### src/rtl/txu_pkg.sv
package txu_pkg;
  // Line levels of the frame
  localparam logic START_LVL = 1'b1;
  localparam logic STOP_LVL  = 1'b0;
  localparam logic IDLE_LVL  = 1'b0;
  // Framing bits added around the data word
  localparam int unsigned FRAME_EXTRA = 2;

  typedef enum logic {
    SH_IDLE = 1'b0,
    SH_SEND = 1'b1
  } sh_state_e;
endpackage

### src/rtl/txu_holdreg.sv
module txu_holdreg #(
  parameter int unsigned DATA_W = 8
) (
  input  logic              clk_i,
  input  logic              rst_ni,
  input  logic              wr_stb_i,
  input  logic [DATA_W-1:0] wr_data_i,
  input  logic              take_i,
  output logic [DATA_W-1:0] data_o,
  output logic              full_o
);
  logic [DATA_W-1:0] data_q, data_d;
  logic              full_q, full_d;
  logic              data_en;

  // A write always wins over a transfer, so a byte written in the
  // transfer cycle stays held.
  always_comb begin
    full_d = full_q;
    if (wr_stb_i) begin
      full_d = 1'b1;
    end else if (take_i) begin
      full_d = 1'b0;
    end
  end

  assign data_en = wr_stb_i;
  assign data_d  = wr_data_i;

  always_ff @(posedge clk_i or negedge rst_ni) begin
    if (!rst_ni) begin
      full_q <= 1'b0;
    end else begin
      full_q <= full_d;
    end
  end

  always_ff @(posedge clk_i or negedge rst_ni) begin
    if (!rst_ni) begin
      data_q <= '0;
    end else if (data_en) begin
      data_q <= data_d;
    end
  end

  assign data_o = data_q;
  assign full_o = full_q;
endmodule

### src/rtl/txu_rategen.sv
module txu_rategen #(
  parameter int unsigned CNT_W = 8
) (
  input  logic             clk_i,
  input  logic             rst_ni,
  input  logic             restart_i,
  input  logic             run_i,
  input  logic [CNT_W-1:0] period_i,
  output logic             tick_o
);
  logic [CNT_W-1:0] cnt_q, cnt_d;
  logic [CNT_W-1:0] last_val;
  logic             at_last;

  assign last_val = period_i - CNT_W'(1);
  assign at_last  = (cnt_q == last_val);

  always_comb begin
    cnt_d = cnt_q;
    if (restart_i || !run_i) begin
      cnt_d = '0;
    end else if (at_last) begin
      cnt_d = '0;
    end else begin
      cnt_d = cnt_q + CNT_W'(1);
    end
  end

  always_ff @(posedge clk_i or negedge rst_ni) begin
    if (!rst_ni) begin
      cnt_q <= '0;
    end else begin
      cnt_q <= cnt_d;
    end
  end

  assign tick_o = run_i & at_last;
endmodule

### src/rtl/txu_shifter.sv
module txu_shifter
  import txu_pkg::*;
#(
  parameter int unsigned DATA_W = 8
) (
  input  logic              clk_i,
  input  logic              rst_ni,
  input  logic              load_i,
  input  logic [DATA_W-1:0] load_data_i,
  input  logic              tick_i,
  output logic              tx_o,
  output logic              sending_o,
  output logic              done_o
);
  localparam int unsigned FRAME_W = DATA_W + FRAME_EXTRA;
  localparam int unsigned IDX_W   = $clog2(FRAME_W);
  localparam logic [IDX_W-1:0] LAST_IDX = IDX_W'(FRAME_W - 1);

  sh_state_e         state_q, state_d;
  logic [FRAME_W-1:0] sh_q, sh_d;
  logic [IDX_W-1:0]   idx_q, idx_d;
  logic               adv;

  assign adv    = (state_q == SH_SEND) & tick_i;
  assign done_o = adv & (idx_q == LAST_IDX);

  // Bit 0 of the shift register is the line; vacated bits fill with the
  // idle level so the line rests low after the stop bit.
  always_comb begin
    state_d = state_q;
    sh_d    = sh_q;
    idx_d   = idx_q;
    if (load_i) begin
      state_d = SH_SEND;
      sh_d    = {STOP_LVL, load_data_i, START_LVL};
      idx_d   = '0;
    end else if (adv) begin
      sh_d  = {IDLE_LVL, sh_q[FRAME_W-1:1]};
      idx_d = idx_q + IDX_W'(1);
      if (done_o) begin
        state_d = SH_IDLE;
        idx_d   = '0;
      end
    end
  end

  always_ff @(posedge clk_i or negedge rst_ni) begin
    if (!rst_ni) begin
      state_q <= SH_IDLE;
      sh_q    <= {FRAME_W{IDLE_LVL}};
      idx_q   <= '0;
    end else begin
      state_q <= state_d;
      sh_q    <= sh_d;
      idx_q   <= idx_d;
    end
  end

  assign tx_o      = sh_q[0];
  assign sending_o = (state_q == SH_SEND);
endmodule

### src/rtl/txu_serializer.sv
module txu_serializer #(
  parameter int unsigned DATA_W = 8,
  parameter int unsigned CNT_W  = 8
) (
  input  logic              clk_i,
  input  logic              rst_ni,
  input  logic              wr_stb_i,
  input  logic [DATA_W-1:0] wr_data_i,
  input  logic [CNT_W-1:0]  bit_period_i,
  output logic              tx_o,
  output logic              hold_ready_o
);
  logic [DATA_W-1:0] held_data;
  logic              hold_full;
  logic              load;
  logic              tick;
  logic              sending;
  logic              done;

  // Transfer when the shifter is empty, or in the very cycle its last bit ends.
  assign load = hold_full & (~sending | done);

  txu_holdreg #(.DATA_W(DATA_W)) u_hold (
    .clk_i     (clk_i),
    .rst_ni    (rst_ni),
    .wr_stb_i  (wr_stb_i),
    .wr_data_i (wr_data_i),
    .take_i    (load),
    .data_o    (held_data),
    .full_o    (hold_full)
  );

  txu_rategen #(.CNT_W(CNT_W)) u_rate (
    .clk_i     (clk_i),
    .rst_ni    (rst_ni),
    .restart_i (load),
    .run_i     (sending),
    .period_i  (bit_period_i),
    .tick_o    (tick)
  );

  txu_shifter #(.DATA_W(DATA_W)) u_shift (
    .clk_i       (clk_i),
    .rst_ni      (rst_ni),
    .load_i      (load),
    .load_data_i (held_data),
    .tick_i      (tick),
    .tx_o        (tx_o),
    .sending_o   (sending),
    .done_o      (done)
  );

  assign hold_ready_o = ~hold_full;
endmodule

### config.mk
export PLATFORM = sky130hd
export DESIGN_NAME = txu_serializer
export DESIGN_NICKNAME = d
export VERILOG_FILES = /design/src/rtl/txu_pkg.sv /design/src/rtl/txu_holdreg.sv /design/src/rtl/txu_rategen.sv /design/src/rtl/txu_shifter.sv /design/src/rtl/txu_serializer.sv
export SDC_FILE = /design/constraint.sdc
export NUM_CORES = 1
export LEC_CHECK = 0
export BUFFER_PORTS_ARGS = -buffer_cell sky130_fd_sc_hd__buf_2
export CORE_ASPECT_RATIO = 0.7
export CORE_UTILIZATION = 30
export CTS_CLUSTER_DIAMETER = 100
export DETAILED_ROUTE_END_ITERATION = 6
export HOLD_SLACK_MARGIN = 0.03
export SETUP_SLACK_MARGIN = 0.5
export SYNTH_ARGS = -nofsm -noshare
export SYNTH_HDL_FRONTEND = slang
export SYNTH_HIERARCHICAL = 1
export SYNTH_SLANG_ARGS = --single-unit
### constraint.sdc
create_clock -name clk_i -period 7.45 [get_ports clk_i]
set_clock_uncertainty 0.05 [all_clocks]
set_input_delay 0.745 -clock clk_i [delete_from_list [all_inputs] [get_ports clk_i]]
set_output_delay 0.745 -clock clk_i [all_outputs]
set_load 0.05 [all_outputs]
==> results_dict.tcl <==
set metrics [dict create \
    status "completed" \
    cts.repair_timing.setup_buffer_count 0 \
    total_routed_length_um 3130 \
    diodes 0 \
    postSynthRegisterBits 31 \
    syn_area_per_cell_um2 10.4 \
    yosysSeqAreaShare_pct 44.2 \
    totalNegativeSetupSlack_ns 0 \
    clock_path_buffers 2 \
    worst_setup_hold_path_clk_slew_ns 0.06 \
    stdcell_area_um2 2000 \
    finalWorstPathRequiredPeriod_ns 4.32 \
    cts_buffers 5 \
    unrepaired_setup_endpoints_after_global_routing "no" \
    slew_headroom_pct 21.1 \
    grt-ovfl-total 0 \
    critical_path_arrival_ns 4.44 \
    layout_commonest_cell "dfrtp_1" \
    drtPass1Iterations 4 \
    min-delay-path-class "in2async" \
    core_region_area_um2 5420 \
    floorplan.initialDensity_pct 32.4 \
    wl_met2_um 1270 \
    yosysWarnings 6 \
    postCtsResizedCells 0 \
    synth.distinct_cells 42 \
    p_leak_nw 0.905 \
    route.detailed.drc 0 \
    die_y_um 66 \
    ctsHtreeMaxLevel 2 \
    antenna_found_initial 0 \
    floorplan.die.width_um 93.4 \
    clkLatencyLatePin_ns 0.28 \
    timing.critical_path.required_ns 7.57 \
    timing.fmax_mhz 232 \
    tritoncts "done" \
    critPathBufInv 4 \
    timing_max_transition_violations_final 0 \
    mostFrequentLayoutCells "dfrtp_1, buf_2, nand2_1" \
    place_hpwl_um 2340 \
    worst_path_maximum_fanout 31 \
    met1Wirelength_um 1710 \
    first_global_vias 1217 \
    post_cts_hold_buffers 0 \
    synth_nets 191 \
    port-buffer-count 20 \
    setup.worst_path.start_class "input port" \
    hold_ws_ns 0.441 \
    gp_weighted_congestion 0.847 \
    post_placement_cell_area_um2 1920 \
    critPathMaxStageDelay_ns 0.87 \
    finalSetupViolations 0 \
    top_signal_layer_used "met4" \
    grt_usage_pct 12.0 \
    floorplan.rows 22 \
    areal_power_density_over_the_cells_nw_per_um2 254 \
    avgViaCountPerCell 4.90 \
    grt_pass1_wl_um 5640 \
    routedWlPerCell_um 11.9 \
    grt_start_max_net_pins 32 \
    timing_worst_setup_path_type "in2reg" \
    wl_met3_um 98 \
    cp_cell_sequence "buf_2 -> inv_1 -> ha_1 -> or4_1 -> mux2i_1 -> o21ai_1 -> a211o_1 -> nor3_1 -> nand2_2 -> nor2_1 -> inv_1 -> a21oi_2 -> inv_1 -> a21o_2" \
    ir_drop_mv 0.108 \
    power_uw 507 \
    syn2layout_area_growth_pct 13.9 \
    cp_top_family "compound AO/OA/AOI/OAI gates" \
    antenna_left 0 \
    die-area_um2 6170 \
    detail_route.iter0.violations 71 \
    postSynthCellCount 168 \
    cts_sinks 31 \
    min_period_over_period_pct 58.0 \
    post-place-cells 255 \
    drv_cap 0 \
    io_pins 21 \
    critPathSlowestCell "a21oi_2" \
    routed-via-count 1289 \
    design.final.nets 213 \
    tightestPinTransition_ns 1.18 \
    netlist_area_um2 1760 \
    cp_common_cell "inv_1" \
    report.final.hold_viol_count 0 \
    cts_root_buffer "clkbuf_8" \
    finish.cell_count_without_fillers 263 \
    setup_crit_end_kind "register" \
    layout-drive-gt1-share_pct 21.5 \
]
synth_stat cells:
| cell type | instances | area [um2] |
|---|---|---|
| nand2_1 | 15 | 56.3 |
| dfrtp_1 | 31 | 776 |
| nand3_1 | 7 | 35.0 |
| o211ai_1 | 1 | 7.51 |
| nor3_1 | 3 | 15.0 |
| a311o_1 | 1 | 10.0 |
| or3_1 | 3 | 18.8 |
| and3b_1 | 1 | 8.76 |
| a211o_1 | 4 | 35.0 |
| xor2_1 | 4 | 35.0 |
| clkbuf_1 | 3 | 11.3 |
| o21ai_0 | 9 | 45.0 |
| a2111oi_4 | 1 | 27.5 |
| nand3b_1 | 2 | 15.0 |
| buf_4 | 1 | 7.51 |
| and4b_1 | 1 | 10.0 |
| o22ai_1 | 1 | 6.26 |
| or2b_1 | 1 | 7.51 |
| a21oi_1 | 3 | 15.0 |
| clkinv_1 | 1 | 3.75 |
| o311ai_1 | 1 | 8.76 |
| a21oi_2 | 1 | 8.76 |
| mux2i_1 | 10 | 100 |
| a21o_2 | 1 | 8.76 |
| a21o_1 | 1 | 7.51 |
| nor2b_1 | 3 | 18.8 |
| nor4_1 | 8 | 50.1 |
| nor2_1 | 6 | 22.5 |
| or4_1 | 1 | 7.51 |
| or2_2 | 1 | 6.26 |
| a221o_1 | 1 | 10.0 |
| a2bb2oi_1 | 1 | 8.76 |
| nand2_2 | 1 | 6.26 |
| a31oi_1 | 2 | 12.5 |
| buf_6 | 1 | 11.3 |
| and2_1 | 1 | 6.26 |
| inv_1 | 9 | 33.8 |
| xnor2_1 | 10 | 87.6 |
| mux2_4 | 8 | 120 |
| o21ai_1 | 1 | 5.00 |
| and3_1 | 3 | 18.8 |
| ha_1 | 4 | 50.1 |
metal layers:
| layer | up-vias | GRT usage [%] |
|---|---|---|
| li1 | 645 | - |
| met3 | 7 | 3.22 |
| met1 | 617 | 17.0 |
| met2 | 20 | 17.0 |
| met5 | - | 0 |
| met4 | 0 | 5.00 |
area by class of cell:
cell class / instances / area [um2]
inverter: 10 / 37.5
tap: 72 / 90.1
clock inverter: 3 / 15.0
sequential: 31 / 776
fill: 551 / 3420
timing repair buffer: 20 / 100
clock buffer: 5 / 68.8
multi-input combinational: 122 / 912
cells by family after synthesis:
kind of cell,synth area share [%]
mux,12.5
fa+ha+maj,2.85
flops,44.2
xor+xnor,6.98
compound gates,12.3
buf+inv,3.85
simple gates,17.2
worst reg2reg max path, delay by kind of cell, from the launching register on:
family	cells	cell delay (ns)
compound gates	4	1.54
simple gates	4	1.45
flops	1	0.47
buf+inv	2	0.15
mux	1	0.13
final timing paths:
kind                                            from                      endpoint  slack [ns]  cells after the start
max reg2reg                u_rate/cnt_q[6]$_DFF_PN0_     u_hold/full_o$_DFFE_PN0P_        3.56                     11
max in group asynchronous                     rst_ni     u_rate/cnt_q[5]$_DFF_PN0_        6.47                      1
min reg2reg                u_hold/full_o$_DFFE_PN0P_     u_hold/full_o$_DFFE_PN0P_        0.44                      1
min                                           rst_ni  u_shift/idx_q[1]$_DFFE_PN0P_        0.44                      1
max                                  bit_period_i[0]     u_hold/full_o$_DFFE_PN0P_        3.13                     14
min in group clk_i         u_hold/full_o$_DFFE_PN0P_     u_hold/full_o$_DFFE_PN0P_        0.44                      1
sequential cells by signal, indices dropped and copies added, names as in the netlist:
signal and cells:
u_hold/data_o 8, u_hold/full_o 1, u_rate/cnt_q 8, u_shift/idx_q 4
u_shift/sending_o 1, u_shift/sh_q 9
metrics by stage:
step | utilization [%] | worst slack (ns)
4_1_cts | 36.9 | 3.14
6_report | 36.9 | 3.13
3_3_place_gp | 35.3 | 2.99
2_1_floorplan | - | 3.86
5_1_grt | 36.9 | 2.69
3_5_place_dp | 35.3 | 2.83
report_power, final:
part / internal, mW / switching, mW
clock network: 0.0637 / 0.0602
registers: 0.198 / 0.0336
logic: 0.0757 / 0.0760
total: 0.337 / 0.170
No activity file was read; power rests on OpenSTA's default activity.
